**config.mk**
```make
export PLATFORM = sky130hd
export DESIGN_NAME = dma_xfer_ctrl
export DESIGN_NICKNAME = d
export VERILOG_FILES = /design/src/rtl/dma_xfer_pkg.sv /design/src/rtl/dma_cfg_port.sv /design/src/rtl/dma_xfer_regs.sv /design/src/rtl/dma_xfer_seq.sv /design/src/rtl/dma_strobe_gen.sv /design/src/rtl/dma_xfer_ctrl.sv
export SDC_FILE = /design/constraint.sdc
export NUM_CORES = 1
export LEC_CHECK = 0
export ABC_CLOCK_PERIOD_IN_PS = 2450
export BUFFER_PORTS_ARGS = -buffer_cell sky130_fd_sc_hd__buf_2
export CORE_MARGIN = 2
export CORE_UTILIZATION = 53
export DETAILED_ROUTE_END_ITERATION = 8
export GPL_TIMING_DRIVEN = 0
export PLACE_DENSITY = 0.8
export RECOVER_POWER = 25
export SLEW_MARGIN = 20
export SYNTH_ARGS = -nofsm -noshare
export SYNTH_HDL_FRONTEND = slang
export SYNTH_HIERARCHICAL = 1
export SYNTH_SLANG_ARGS = --single-unit
```
**constraint.sdc**
```tcl
create_clock -name clk -period 2.45 [get_ports clk]
set_input_delay 0.49 -clock clk [delete_from_list [all_inputs] [get_ports clk]]
set_output_delay 0.49 -clock clk [all_outputs]
set_load 0.1 [all_outputs]
```
**src/rtl/dma_xfer_pkg.sv**
```systemverilog
package dma_xfer_pkg;
  typedef enum logic [1:0] {
    ST_IDLE = 2'd0,
    ST_WAIT = 2'd1,
    ST_XFER = 2'd2,
    ST_GAP  = 2'd3
  } dma_state_e;

  localparam logic [1:0] SEL_ADDR  = 2'd0;
  localparam logic [1:0] SEL_COUNT = 2'd1;
  localparam logic [1:0] SEL_CTRL  = 2'd2;

  localparam int CTL_START = 0;
  localparam int CTL_DIR   = 1;
  localparam int CTL_CLR   = 2;

  localparam int STS_BUSY  = 0;
  localparam int STS_IRQ   = 1;
  localparam int STS_DIR   = 2;

  localparam logic DIR_TO_MEM = 1'b0;
  localparam logic DIR_TO_DEV = 1'b1;
endpackage

```
**src/rtl/dma_cfg_port.sv**
```systemverilog
module dma_cfg_port
  import dma_xfer_pkg::*;
#(
  parameter int DATA_W = 32,
  parameter int ADDR_W = 32,
  parameter int CNT_W  = 16
) (
  input  logic              cfg_we,
  input  logic [1:0]        cfg_sel,
  input  logic [DATA_W-1:0] cfg_wdata,
  input  logic              idle,
  input  logic [ADDR_W-1:0] cur_addr,
  input  logic [CNT_W-1:0]  cur_count,
  input  logic              cur_dir,
  input  logic              irq_flag,
  output logic              load_addr,
  output logic              load_count,
  output logic              start_req,
  output logic              irq_clr,
  output logic              dir_val,
  output logic [DATA_W-1:0] cfg_rdata
);
  logic ctrl_wr;

  assign ctrl_wr    = cfg_we && (cfg_sel == SEL_CTRL);
  assign load_addr  = cfg_we && (cfg_sel == SEL_ADDR) && idle;
  assign load_count = cfg_we && (cfg_sel == SEL_COUNT) && idle;
  assign start_req  = ctrl_wr && cfg_wdata[CTL_START] && idle;
  assign irq_clr    = ctrl_wr && cfg_wdata[CTL_CLR];
  assign dir_val    = cfg_wdata[CTL_DIR];

  always_comb begin
    cfg_rdata = '0;
    unique case (cfg_sel)
      SEL_ADDR:  cfg_rdata = DATA_W'(cur_addr);
      SEL_COUNT: cfg_rdata = DATA_W'(cur_count);
      SEL_CTRL: begin
        cfg_rdata[STS_BUSY] = !idle;
        cfg_rdata[STS_IRQ]  = irq_flag;
        cfg_rdata[STS_DIR]  = cur_dir;
      end
      default:   cfg_rdata = '0;
    endcase
  end
endmodule

```
**src/rtl/dma_xfer_regs.sv**
```systemverilog
module dma_xfer_regs
  import dma_xfer_pkg::*;
#(
  parameter int DATA_W = 32,
  parameter int ADDR_W = 32,
  parameter int CNT_W  = 16,
  parameter int WORD_BYTES = 4
) (
  input  logic              clk,
  input  logic              rst_n,
  input  logic              load_addr,
  input  logic              load_count,
  input  logic              start_req,
  input  logic              irq_clr,
  input  logic              dir_val,
  input  logic [DATA_W-1:0] wdata,
  input  logic              word_done,
  output logic [ADDR_W-1:0] cur_addr,
  output logic [CNT_W-1:0]  cur_count,
  output logic              cur_dir,
  output logic              count_zero,
  output logic              last_word,
  output logic              zero_done,
  output logic              irq_flag
);
  localparam logic [ADDR_W-1:0] STEP = ADDR_W'(WORD_BYTES);

  function automatic logic [ADDR_W-1:0] addr_step(input logic [ADDR_W-1:0] a);
    return a + STEP;
  endfunction

  function automatic logic [CNT_W-1:0] count_dec(input logic [CNT_W-1:0] c);
    return c - CNT_W'(1);
  endfunction

  assign count_zero = (cur_count == '0);
  assign last_word  = (cur_count == CNT_W'(1));
  assign zero_done  = start_req && count_zero;

  always_ff @(posedge clk) begin
    if (!rst_n) begin
      cur_addr  <= '0;
      cur_count <= '0;
      cur_dir   <= DIR_TO_MEM;
    end else begin
      if (load_addr)
        cur_addr <= ADDR_W'(wdata);
      else if (word_done)
        cur_addr <= addr_step(cur_addr);

      if (load_count)
        cur_count <= CNT_W'(wdata);
      else if (word_done)
        cur_count <= count_dec(cur_count);

      if (start_req)
        cur_dir <= dir_val;
    end
  end

  always_ff @(posedge clk) begin
    if (!rst_n)
      irq_flag <= 1'b0;
    else if ((word_done && last_word) || zero_done)
      irq_flag <= 1'b1;
    else if (irq_clr)
      irq_flag <= 1'b0;
  end
endmodule

```
**src/rtl/dma_xfer_seq.sv**
```systemverilog
module dma_xfer_seq
  import dma_xfer_pkg::*;
(
  input  logic clk,
  input  logic rst_n,
  input  logic start_go,
  input  logic dev_req,
  input  logic bus_grant,
  input  logic last_word,
  output logic idle,
  output logic in_xfer,
  output logic word_done,
  output logic bus_req
);
  dma_state_e state, state_nx;

  always_comb begin
    state_nx = state;
    unique case (state)
      ST_IDLE: if (start_go) state_nx = ST_WAIT;
      ST_WAIT: if (dev_req && bus_grant) state_nx = ST_XFER;
      ST_XFER: state_nx = last_word ? ST_IDLE : ST_GAP;
      ST_GAP:  state_nx = ST_WAIT;
      default: state_nx = ST_IDLE;
    endcase
  end

  always_ff @(posedge clk) begin
    if (!rst_n) state <= ST_IDLE;
    else        state <= state_nx;
  end

  assign idle      = (state == ST_IDLE);
  assign in_xfer   = (state == ST_XFER);
  assign word_done = in_xfer;
  assign bus_req   = ((state == ST_WAIT) && dev_req) || in_xfer;
endmodule

```
**src/rtl/dma_strobe_gen.sv**
```systemverilog
module dma_strobe_gen
  import dma_xfer_pkg::*;
#(
  parameter int ADDR_W = 32
) (
  input  logic              in_xfer,
  input  logic              cur_dir,
  input  logic [ADDR_W-1:0] cur_addr,
  output logic [ADDR_W-1:0] mem_addr,
  output logic              mem_rd,
  output logic              mem_wr,
  output logic              io_rd,
  output logic              io_wr
);
  logic to_mem, to_dev;

  assign to_mem   = in_xfer && (cur_dir == DIR_TO_MEM);
  assign to_dev   = in_xfer && (cur_dir == DIR_TO_DEV);
  assign mem_wr   = to_mem;
  assign io_rd    = to_mem;
  assign mem_rd   = to_dev;
  assign io_wr    = to_dev;
  assign mem_addr = in_xfer ? cur_addr : '0;
endmodule

```
**src/rtl/dma_xfer_ctrl.sv**
```systemverilog
module dma_xfer_ctrl
  import dma_xfer_pkg::*;
#(
  parameter int DATA_W = 32,
  parameter int ADDR_W = 32,
  parameter int CNT_W  = 16,
  parameter int WORD_BYTES = 4
) (
  input  logic              clk,
  input  logic              rst_n,
  input  logic              cfg_we,
  input  logic [1:0]        cfg_sel,
  input  logic [DATA_W-1:0] cfg_wdata,
  output logic [DATA_W-1:0] cfg_rdata,
  input  logic              dev_req,
  output logic              dev_ack,
  output logic              bus_req,
  input  logic              bus_grant,
  output logic [ADDR_W-1:0] mem_addr,
  output logic              mem_rd,
  output logic              mem_wr,
  output logic              io_rd,
  output logic              io_wr,
  output logic              irq
);
  logic              idle, in_xfer, word_done;
  logic              load_addr, load_count, start_req, irq_clr, dir_val;
  logic [ADDR_W-1:0] cur_addr;
  logic [CNT_W-1:0]  cur_count;
  logic              cur_dir, count_zero, last_word, zero_done, irq_flag;
  logic              start_go, busy;

  assign start_go = start_req && !count_zero;
  assign busy     = !idle;
  assign dev_ack  = in_xfer;
  assign irq      = irq_flag;

  dma_cfg_port #(.DATA_W(DATA_W), .ADDR_W(ADDR_W), .CNT_W(CNT_W)) u_cfg (
    .cfg_we(cfg_we), .cfg_sel(cfg_sel), .cfg_wdata(cfg_wdata),
    .idle(idle), .cur_addr(cur_addr), .cur_count(cur_count),
    .cur_dir(cur_dir), .irq_flag(irq_flag),
    .load_addr(load_addr), .load_count(load_count), .start_req(start_req),
    .irq_clr(irq_clr), .dir_val(dir_val), .cfg_rdata(cfg_rdata)
  );

  dma_xfer_regs #(.DATA_W(DATA_W), .ADDR_W(ADDR_W), .CNT_W(CNT_W),
                  .WORD_BYTES(WORD_BYTES)) u_regs (
    .clk(clk), .rst_n(rst_n),
    .load_addr(load_addr), .load_count(load_count), .start_req(start_req),
    .irq_clr(irq_clr), .dir_val(dir_val), .wdata(cfg_wdata),
    .word_done(word_done),
    .cur_addr(cur_addr), .cur_count(cur_count), .cur_dir(cur_dir),
    .count_zero(count_zero), .last_word(last_word), .zero_done(zero_done),
    .irq_flag(irq_flag)
  );

  dma_xfer_seq u_seq (
    .clk(clk), .rst_n(rst_n), .start_go(start_go),
    .dev_req(dev_req), .bus_grant(bus_grant), .last_word(last_word),
    .idle(idle), .in_xfer(in_xfer), .word_done(word_done), .bus_req(bus_req)
  );

  dma_strobe_gen #(.ADDR_W(ADDR_W)) u_strb (
    .in_xfer(in_xfer), .cur_dir(cur_dir), .cur_addr(cur_addr),
    .mem_addr(mem_addr), .mem_rd(mem_rd), .mem_wr(mem_wr),
    .io_rd(io_rd), .io_wr(io_wr)
  );
endmodule

```
==> results of run 1 <==
==> sequential cells by signal, indices dropped and copies added, names as in the netlist <==
register	flops
u_regs/cur_addr	32
u_regs/cur_dir	1
u_seq/state	2
u_regs/irq_flag	1
u_regs/cur_count	16
==> cell usage in the layout, fill, tap and decap left out, drive strengths merged, types with 3 or more instances in the layout <==
cell,count
nand4,15
inv,9
o31ai,11
and4,8
nand2b,6
dfxtp,52
a31oi,14
or3,5
nor2b,9
nand2,28
ha,6
and3,6
buf,102
nor4,7
or4,14
xor2,14
xnor2,10
o21ai,43
o211a,6
mux2i,22
nor2,21
o211ai,3
nor3,5
o2bb2ai,3
clkbuf,50
and2,59
nand3,13
a21oi,15
==> worst reg2reg max path, cell delays in order, from the launching register on <==
cell and delay (ns):
dfxtp_1 0.34, inv_1 0.13, ha_4 0.20, buf_4 0.11, buf_4 0.15, and4_1 0.20
buf_4 0.18, nand3_2 0.17, buf_4 0.22, or4_1 0.41, a31oi_1 0.17
==> power by group <==
| group | total [mW] | internal, mW | switching [mW] |
|---|---|---|---|
| clock network | 0.518 | 0.203 | 0.314 |
| logic | 0.600 | 0.193 | 0.407 |
| registers | 0.992 | 0.907 | 0.0851 |
==> metal layers <==
layer  share of wire (%)  vias up
li1                    -     1885
met1                  43     1824
met2                  48      177
met3                 7.2       21
met4                 1.6        0
met5                   0        -
==> metrics by stage <==
stage / power (mW) / hold slack [ns] / std cells / setup TNS, ns
CTS: 2.10 / 0.438 / 654 / 0
global route: 2.19 / 0.436 / 655 / 0
detailed placement: 1.60 / 0.484 / 646 / -0.0373
floorplan: 1.44 / 0.452 / 459 / 0
finish: 2.11 / 0.439 / 655 / 0
global placement: 1.58 / 0.471 / 646 / 0
==> area by class of cell <==
type | instances | area, um2
buffer | 39 | 236
clock buffer | 5 | 68.8
clock inverter | 3 | 23.8
fill | 579 | 2250
inverter | 10 | 37.5
multi-input combinational | 358 | 2460
sequential | 52 | 1040
tap | 80 | 100
timing repair buffer | 108 | 542
==> timing repair <==
item | in CTS | in global routing
gates resized for setup | 0 | 7
setup endpoints to repair | 0 | 10
setup buffers | 0 | 1
==> final timing paths <==
path                            slack [ns]  cells after the start                   to
worst min register to register        0.50                      2       u_seq/state[0]
worst max register to register         0.1                     10  u_regs/cur_addr[23]
worst min-delay path                  0.44                      2  u_regs/cur_count[4]
worst max-delay path                   0.1                     10  u_regs/cur_addr[23]
==> impl_results.md, run 1 <==
* Cell Rows at 30
* Post-Syn Nets at ~500
* Post-DP HPWL at just over 8000 um
* Hold Crit Start: cfg_wdata[4]
* Layout cells sized above 1 at 28.9%
* Root buffer cell: clkbuf_8
* Pwr dens at 468 mW/mm2
* WP data arrival at around 2.6 ns
* H-tree levels at 2
* IO Pins at 110
* Slowest CP cell: or4_1
* Mapped Cells at 459
* DR vias at ~4000
* Period utilization at 96.0%
* Largest net degree at the start of global routing at 18
* Fmax at between 0.4 and 0.5 GHz
* Routed wire length at approximately 11000 um
* Initial Util at 54.6%
* DR DRC count at 0
* Crit-path cells: inv_1, ha_4, buf_4, buf_4, and4_1, buf_4, nand3_2, buf_4, or4_1, a31oi_1
* GR peak layer: met2
* Required @ worst endpoint at 2.69 ns
* Die Y at 87.4 um
* DRT antenna net count at 0
* Worst Setup SP: u_seq/state[0]
* # hold bufs at CTS at 0
* TritonCTS clock tree: yes
* Worst Setup End Kind: flip-flop
* Lkg Pwr at 1.96 nW
* Synth Area per Inst at around 8 um2
* Clk_skew at about 0.014 ns
* Grt met1 use at between 30 and 40%
* R2R Path Start: u_seq/state[0]
* Status: completed
* Setup crit start kind: flip-flop
* Maximum fanout along the worst path at 10
* Worst vdd ir at about 0.29 mV
* Yosys warns at 6
* Delay-heaviest family, CP: buffers and inverters
* DR pass1 iterations at 5
* Reg clk slew, reported paths at around 0.1 ns
* Iter 0 DRT Violations at around 400
* Count of pins over their slew limit at 0
* Final Net Count at slightly above 600
* Max_slew headroom at a little under a quarter
* Gr ovfl total at 0
* Fin area at approximately 0.0045 mm2
* Cts bufs inserted at 5
* Max-cap violation count at 0
* Met2 Usage GRT at a little under half
* Vias in the first global route at 3523
* Final Util at between 60% and 70%
* Worst-margin pin slew at 1.15 ns
* All-Layer GR Usage at between 20 and 30%
* Placeable Area at 0.00676 mm2
* Initial antenna violation count at 0
* Setup WS pre-CTS at -0.0211 ns
* First-pass GRT wire length at between 15000 and 20000 um
* Layout area overhead at 22.3%
* Met3 Usage GRT at under 10%
* Ant. Diodes at 0
* Die width at slightly below 90 um
* Routability cong. at roughly 0.94
* CP Buf/Inv Count at 5
* Placement Cell Area at 0.00440 mm2
* Worst hold path type: in2reg
* Clock buffer depth at 2
* CP Class: reg2reg
* Synthesized cell area at approximately 0.0037 mm2
* Final min period at 2.35 ns
* # setup viols final at 0
* Die Area at 0.00764 mm2
* # clock sinks at between 50 and 60
* Drt wl/cell at approximately 17 um
* Vias per cell at just under 6
* Worst-Skew Late Latency at between 0.3 and 0.4 ns
* I/O Buffers at 107
* Most frequent CP cell: buf_4
* Worst setup slack after layout at just under 0.1 ns
* Final Hold Fails at 0
* Critical Path Max Stage Delay at around 0.4 ns
* RSZ-0062 raised after global routing: false
No activity file was read; power rests on OpenSTA's default activity.
==> inputs of run 2 (changes only) <==
PLACE_DENSITY = 0.82   (was 0.8)
RECOVER_POWER = default   (was 25)
TNS_END_PERCENT = 100   (was default)
==> impl_results.md, run 2 (synthesis results as in run 1) <==
* Layout cells sized above 1 at between 20% and 30%
* TritonCTS clock tree: yes
* Setup WS pre-CTS at -0.0245 ns
* Routed wire length at about 11000 um
* Iter 0 DRT Violations at 380
* Status: completed
* Max_slew headroom at 60.4%
* Max-cap violation count at 0
* Die Y at 87.4 um
* Fmax at about 0.43 GHz
* Ant. Diodes at 0
* First-pass GRT wire length at approximately 17000 um
* Largest Register: u_regs/cur_addr
* Clk_skew at ~0.015 ns
* Die width at between 80 and 90 um
* Worst Setup End Kind: flip-flop
* Die Area at around 0.0076 mm2
* Setup crit start kind: flip-flop
* IO Pins at 110
* Worst-margin pin slew at a little under 0.6 ns
* Commonest non-fill, non-tap cell in the layout: buf_2
* Crit-path cells: nor4_1, nand4b_1, nor4_1, and2_1, nor2b_4, nor2b_1, a21oi_2, mux2i_1
* Worst-Skew Late Latency at between 0.3 and 0.4 ns
* Routability cong. at 0.894
* Final Net Count at between 600 and 700
* RSZ-0062 raised after global routing: false
* All-Layer GR Usage at ~28%
* Largest net degree at the start of global routing at 19
* Final min period at around 2.3 ns
* Worst hold path type: in2reg
* # hold bufs at CTS at 0
* Max FFs per register at 32
* Placeable Area at around 0.0068 mm2
* Lkg Pwr at 2.00 nW
* DR pass1 iterations at 7
* Initial antenna violation count at 0
* Count of pins over their slew limit at 0
* DR DRC count at 0
* Cell Rows at 30
* DR vias at approximately 4000
* Layout area overhead at 22.7%
* Placement Cell Area at roughly 0.0044 mm2
* Worst vdd ir at 0.251 mV
* Reg clk slew, reported paths at 0.10 ns
* Required @ worst endpoint at 2.66 ns
* Vias in the first global route at between 3000 and 4000
* Maximum fanout along the worst path at 6
* # setup viols final at 0
* Period utilization at about 95%
* Fin area at 0.00452 mm2
* Drt wl/cell at between 15 and 20 um
* CP Class: reg2reg
* Slowest CP cell: nor4_1
* Setup TNS at 0 ns
* Root buffer cell: clkbuf_8
* Cts bufs inserted at 5
* CP Buf/Inv Count at 0
* Most frequent CP cell: nor4_1
* Largest registers: u_regs/cur_addr x32, u_regs/cur_count x16, u_seq/state x2
* # clock sinks at 52
* Gr ovfl total at 0
* H-tree levels at 2
* Vias per cell at between 6 and 7
* Worst setup slack after layout at 0.111 ns
* Pwr dens at between 400 and 500 mW/mm2
* WP data arrival at 2.54 ns
* Clock buffer depth at 2
* DRT antenna net count at 0
* Critical Path Max Stage Delay at 0.51 ns
* Final Hold Fails at 0
* Post-DP HPWL at 8180 um
* I/O Buffers at roughly 110
* Most frequent cells in the layout: buf_2, and2_1, dfxtp_1, o21ai_0, nand2_1
* Delay-heaviest family, CP: simple AND/OR/NAND/NOR gates
* Initial Util at 54.6%
run 2: cell types whose count changed in the layout (fill, tap and decap cells not counted), sizes merged:
cell      before  now
buf          102  127
clkbuf        50   27
inv            9   11
clkinv         2    1
clkinvlp       2    1
run 2: area by class of cell:
| cell class | instances | area (um2) |
|---|---|---|
| multi-input combinational | 358 | 2460 |
| fill | 588 | 2230 |
| sequential | 52 | 1040 |
| timing repair buffer | 110 | 558 |
| buffer | 39 | 236 |
| tap | 80 | 100 |
| clock buffer | 5 | 68.8 |
| inverter | 10 | 37.5 |
| clock inverter | 3 | 25.0 |
run 2: repair_timing:
item	CTS	global route
endpoints found under the setup margin	0	11
setup buffers	0	3
resized for setup	0	7
hold endpoints to repair	0	0
run 2: where the power goes:
part           leakage (nW)  switching, mW  total (mW)  internal [mW]
combinational          1.53          0.408       0.599          0.192
clock                0.0452          0.323       0.532          0.209
sequential            0.424         0.0861       0.993          0.907
run 2: through the flow:
| step | power [mW] | util [%] | std cells | hold WS, ns |
|---|---|---|---|---|
| after floorplan | 1.44 | - | 459 | 0.452 |
| after global placement | 1.58 | 65.1 | 646 | 0.470 |
| after detailed placement | 1.60 | 65.1 | 646 | 0.484 |
| after CTS | 2.12 | 66.4 | 654 | 0.431 |
| after global routing | 2.21 | 67.0 | 657 | 0.430 |
| final | 2.12 | 67.0 | 657 | 0.437 |
run 2: worst register-to-register path: stages, from the launching register on:
cell	delay, ns
dfxtp_1	0.38
nor4_1	0.46
nand4b_1	0.26
nor4_1	0.51
and2_1	0.26
nor2b_4	0.05
nor2b_1	0.13
a21oi_2	0.07
mux2i_1	0.12
run 2: final timing paths:
kind,startpoint,end,slack (ns),cells past startpoint
min,cfg_wdata[3],u_regs/cur_count[3],0.44,2
min reg2reg,u_seq/state[0],u_seq/state[0],0.50,2
max,u_regs/cur_count[8],u_seq/state[0],0.11,8
max reg2reg,u_regs/cur_count[8],u_seq/state[0],0.11,8
run 2: layer usage:
metal | vias to the layer above | global-route usage [%] | wire length [um]
met5 | - | 0 | 0
met1 | 1843 | 37.9 | 4610
li1 | 1886 | - | -
met4 | 0 | 7.27 | 152
met3 | 13 | 4.74 | 965
met2 | 240 | 46.5 | 5410
==> inputs of run 3 (changes only) <==
CELL_PAD_IN_SITES_DETAIL_PLACEMENT = 1   (was default)
CELL_PAD_IN_SITES_GLOBAL_PLACEMENT = 1   (was default)
CORE_UTILIZATION = 38   (was 53)
PLACE_DENSITY = default   (was 0.82)
PLACE_DENSITY_LB_ADDON = 0.1   (was default)
==> impl_results.md, run 3 (synthesis results as in run 1) <==
* Status: completed
* Fin area at about 0.0046 mm2
* WP data arrival at 2.59 ns
* Cell Rows at 35
* Pwr dens at 483 mW/mm2
* Placement Cell Area at between 0.004 and 0.005 mm2
* Clock buffer depth at 2
* Die Y at a little over 100 um
* Routed wire length at about 13000 um
* Initial antenna violation count at 0
* Maximum fanout along the worst path at 10
* Max FFs per register at 32
* R2r endpoint: u_regs/cur_addr[23]
* Root buffer cell: clkbuf_8
* Largest net degree at the start of global routing at 17
* Met3 Usage GRT at around 2.4%
* Setup WS pre-CTS at -0.156 ns
* Most frequent CP cell: buf_4
* DR DRC count at 0
* Routability cong. at slightly above 0.8
* Fmax at 0.427 GHz
* # clock sinks at between 50 and 60
* DR pass1 iterations at 4
* Crit path capture: u_regs/cur_addr[23]
* Required @ worst endpoint at ~2.7 ns
* CP Class: reg2reg
* Slowest CP cell: or4_1
* Worst Setup End Kind: flip-flop
* Max_slew headroom at between 60 and 70%
* Worst Setup SP: u_seq/state[0]
* Reg clk slew, reported paths at about 0.11 ns
* All-Layer GR Usage at around a quarter
* Worst-margin pin slew at between 0.5 and 0.6 ns
* Drt wl/cell at between 15 and 20 um
* Register-to-register setup slack at roughly 0.11 ns
* Max-cap violation count at 0
* DR vias at approximately 3900
* TritonCTS clock tree: yes
* Die Area at roughly 0.011 mm2
* Commonest non-fill, non-tap cell in the layout: buf_2
* Worst setup slack after layout at between 0.1 and 0.15 ns
* DRT antenna net count at 0
* Critical Path Max Stage Delay at just over 0.4 ns
* Iter 0 DRT Violations at around 100
* Setup crit start kind: flip-flop
* Largest registers: u_regs/cur_addr x32, u_regs/cur_count x16, u_seq/state x2
* Die width at slightly above 100 um
* Clk_skew at roughly 0.0091 ns
* Ant. Diodes at 0
* GR peak layer: met2
* Period utilization at between 90% and 100%
* Cts bufs inserted at 5
* Grt met1 use at between 30% and 40%
* R2R cell count at 10
* Final min period at about 2.3 ns
* RSZ-0062 raised after global routing: false
* Worst vdd ir at approximately 0.28 mV
* Final Hold Fails at 0
* Largest Register: u_regs/cur_addr
* First-pass GRT wire length at approximately 20000 um
* IO Pins at 110
* Placeable Area at between 0.009 and 0.01 mm2
* H-tree levels at 2
* Gr ovfl total at 0
* I/O Buffers at 107
* Layout area overhead at 25.4%
* Lkg Pwr at 2.02 nW
* Initial Util at between 30% and 40%
* Layout cells sized above 1 at between 20% and 30%
* # setup viols final at 0
* Most frequent cells in the layout: buf_2, and2_1, dfxtp_1, o21ai_0, nand2_1
* Met2 Usage GRT at 42.8%
* Worst-Skew Late Latency at between 0.3 and 0.4 ns
* Final Net Count at 620
* Worst hold path type: in2reg
* Vias per cell at ~5.5
* Crit-path cells: inv_1, ha_4, buf_4, buf_4, and4_1, buf_4, nand3_2, clkbuf_4, or4_1, a31oi_1
* R2R Path Start: u_seq/state[0]
* Count of pins over their slew limit at 0
* Post-DP HPWL at slightly below 10000 um
* Vias in the first global route at ~3700
-- run 3: repair_timing --
action                                  in CTS  in global routing
hold buffers                                 0                  0
resized for setup                            1                  9
endpoints found under the hold margin        0                  0
endpoints found under the setup margin       1                 14
setup buffers                                0                  2
-- run 3: cell type report --
cell class / count / area [um2]
repair buffers: 109 / 563
flip-flops and latches: 52 / 1040
clock inverters: 3 / 42.5
multi-input cells: 358 / 2470
well taps: 129 / 161
plain buffers: 39 / 238
fillers: 1210 / 4700
clock buffers: 5 / 68.8
inverters: 10 / 37.5
-- run 3: how the worst min path moves through the flow --
stage	endpoint	startpoint	cells past startpoint	slack (ns)
2_1_floorplan	u_seq/state[0]	u_seq/state[0]	2	0.45
6_report	u_regs/cur_count[4]	cfg_wdata[4]	2	0.43
5_1_grt	u_regs/cur_count[4]	cfg_wdata[4]	2	0.42
4_1_cts	u_regs/cur_count[4]	cfg_wdata[4]	2	0.43
3_5_place_dp	u_seq/state[0]	u_seq/state[0]	2	0.50
3_3_place_gp	u_seq/state[0]	u_seq/state[0]	2	0.47
-- run 3: power breakdown --
| part | switching [mW] | total, mW | internal [mW] |
|---|---|---|---|
| logic | 0.418 | 0.615 | 0.197 |
| registers | 0.0881 | 0.995 | 0.907 |
| clock network | 0.320 | 0.623 | 0.303 |
| total | 0.826 | 2.23 | 1.41 |
-- run 3: metal layers --
layer	wire length (um)	share of wire (%)
met5	0	0
met1	5950	46
met3	406	3.2
met2	6430	50
met4	46	0.36
-- run 3: worst max-delay path, delay by kind of cell, from the launching register on --
kind                     cells  cell delay (ns)
adder cells (fa/ha/maj)      1             0.20
buffers and inverters        5             0.81
AO/OA/AOI/OAI                1             0.16
flip-flops                   1             0.34
AND/OR/NAND/NOR              3             0.77
-- run 3: metrics by stage --
step | cells | total power [mW] | setup TNS (ns) | util, % | hold WS (ns)
2_1_floorplan | 459 | 1.44 | 0 | - | 0.452
3_3_place_gp | 695 | 1.60 | -0.389 | 47.8 | 0.468
3_5_place_dp | 695 | 1.61 | -1.28 | 47.8 | 0.502
4_1_cts | 703 | 2.23 | 0 | 49.0 | 0.427
5_1_grt | 705 | 2.34 | 0 | 49.6 | 0.420
6_report | 705 | 2.23 | 0 | 49.6 | 0.434
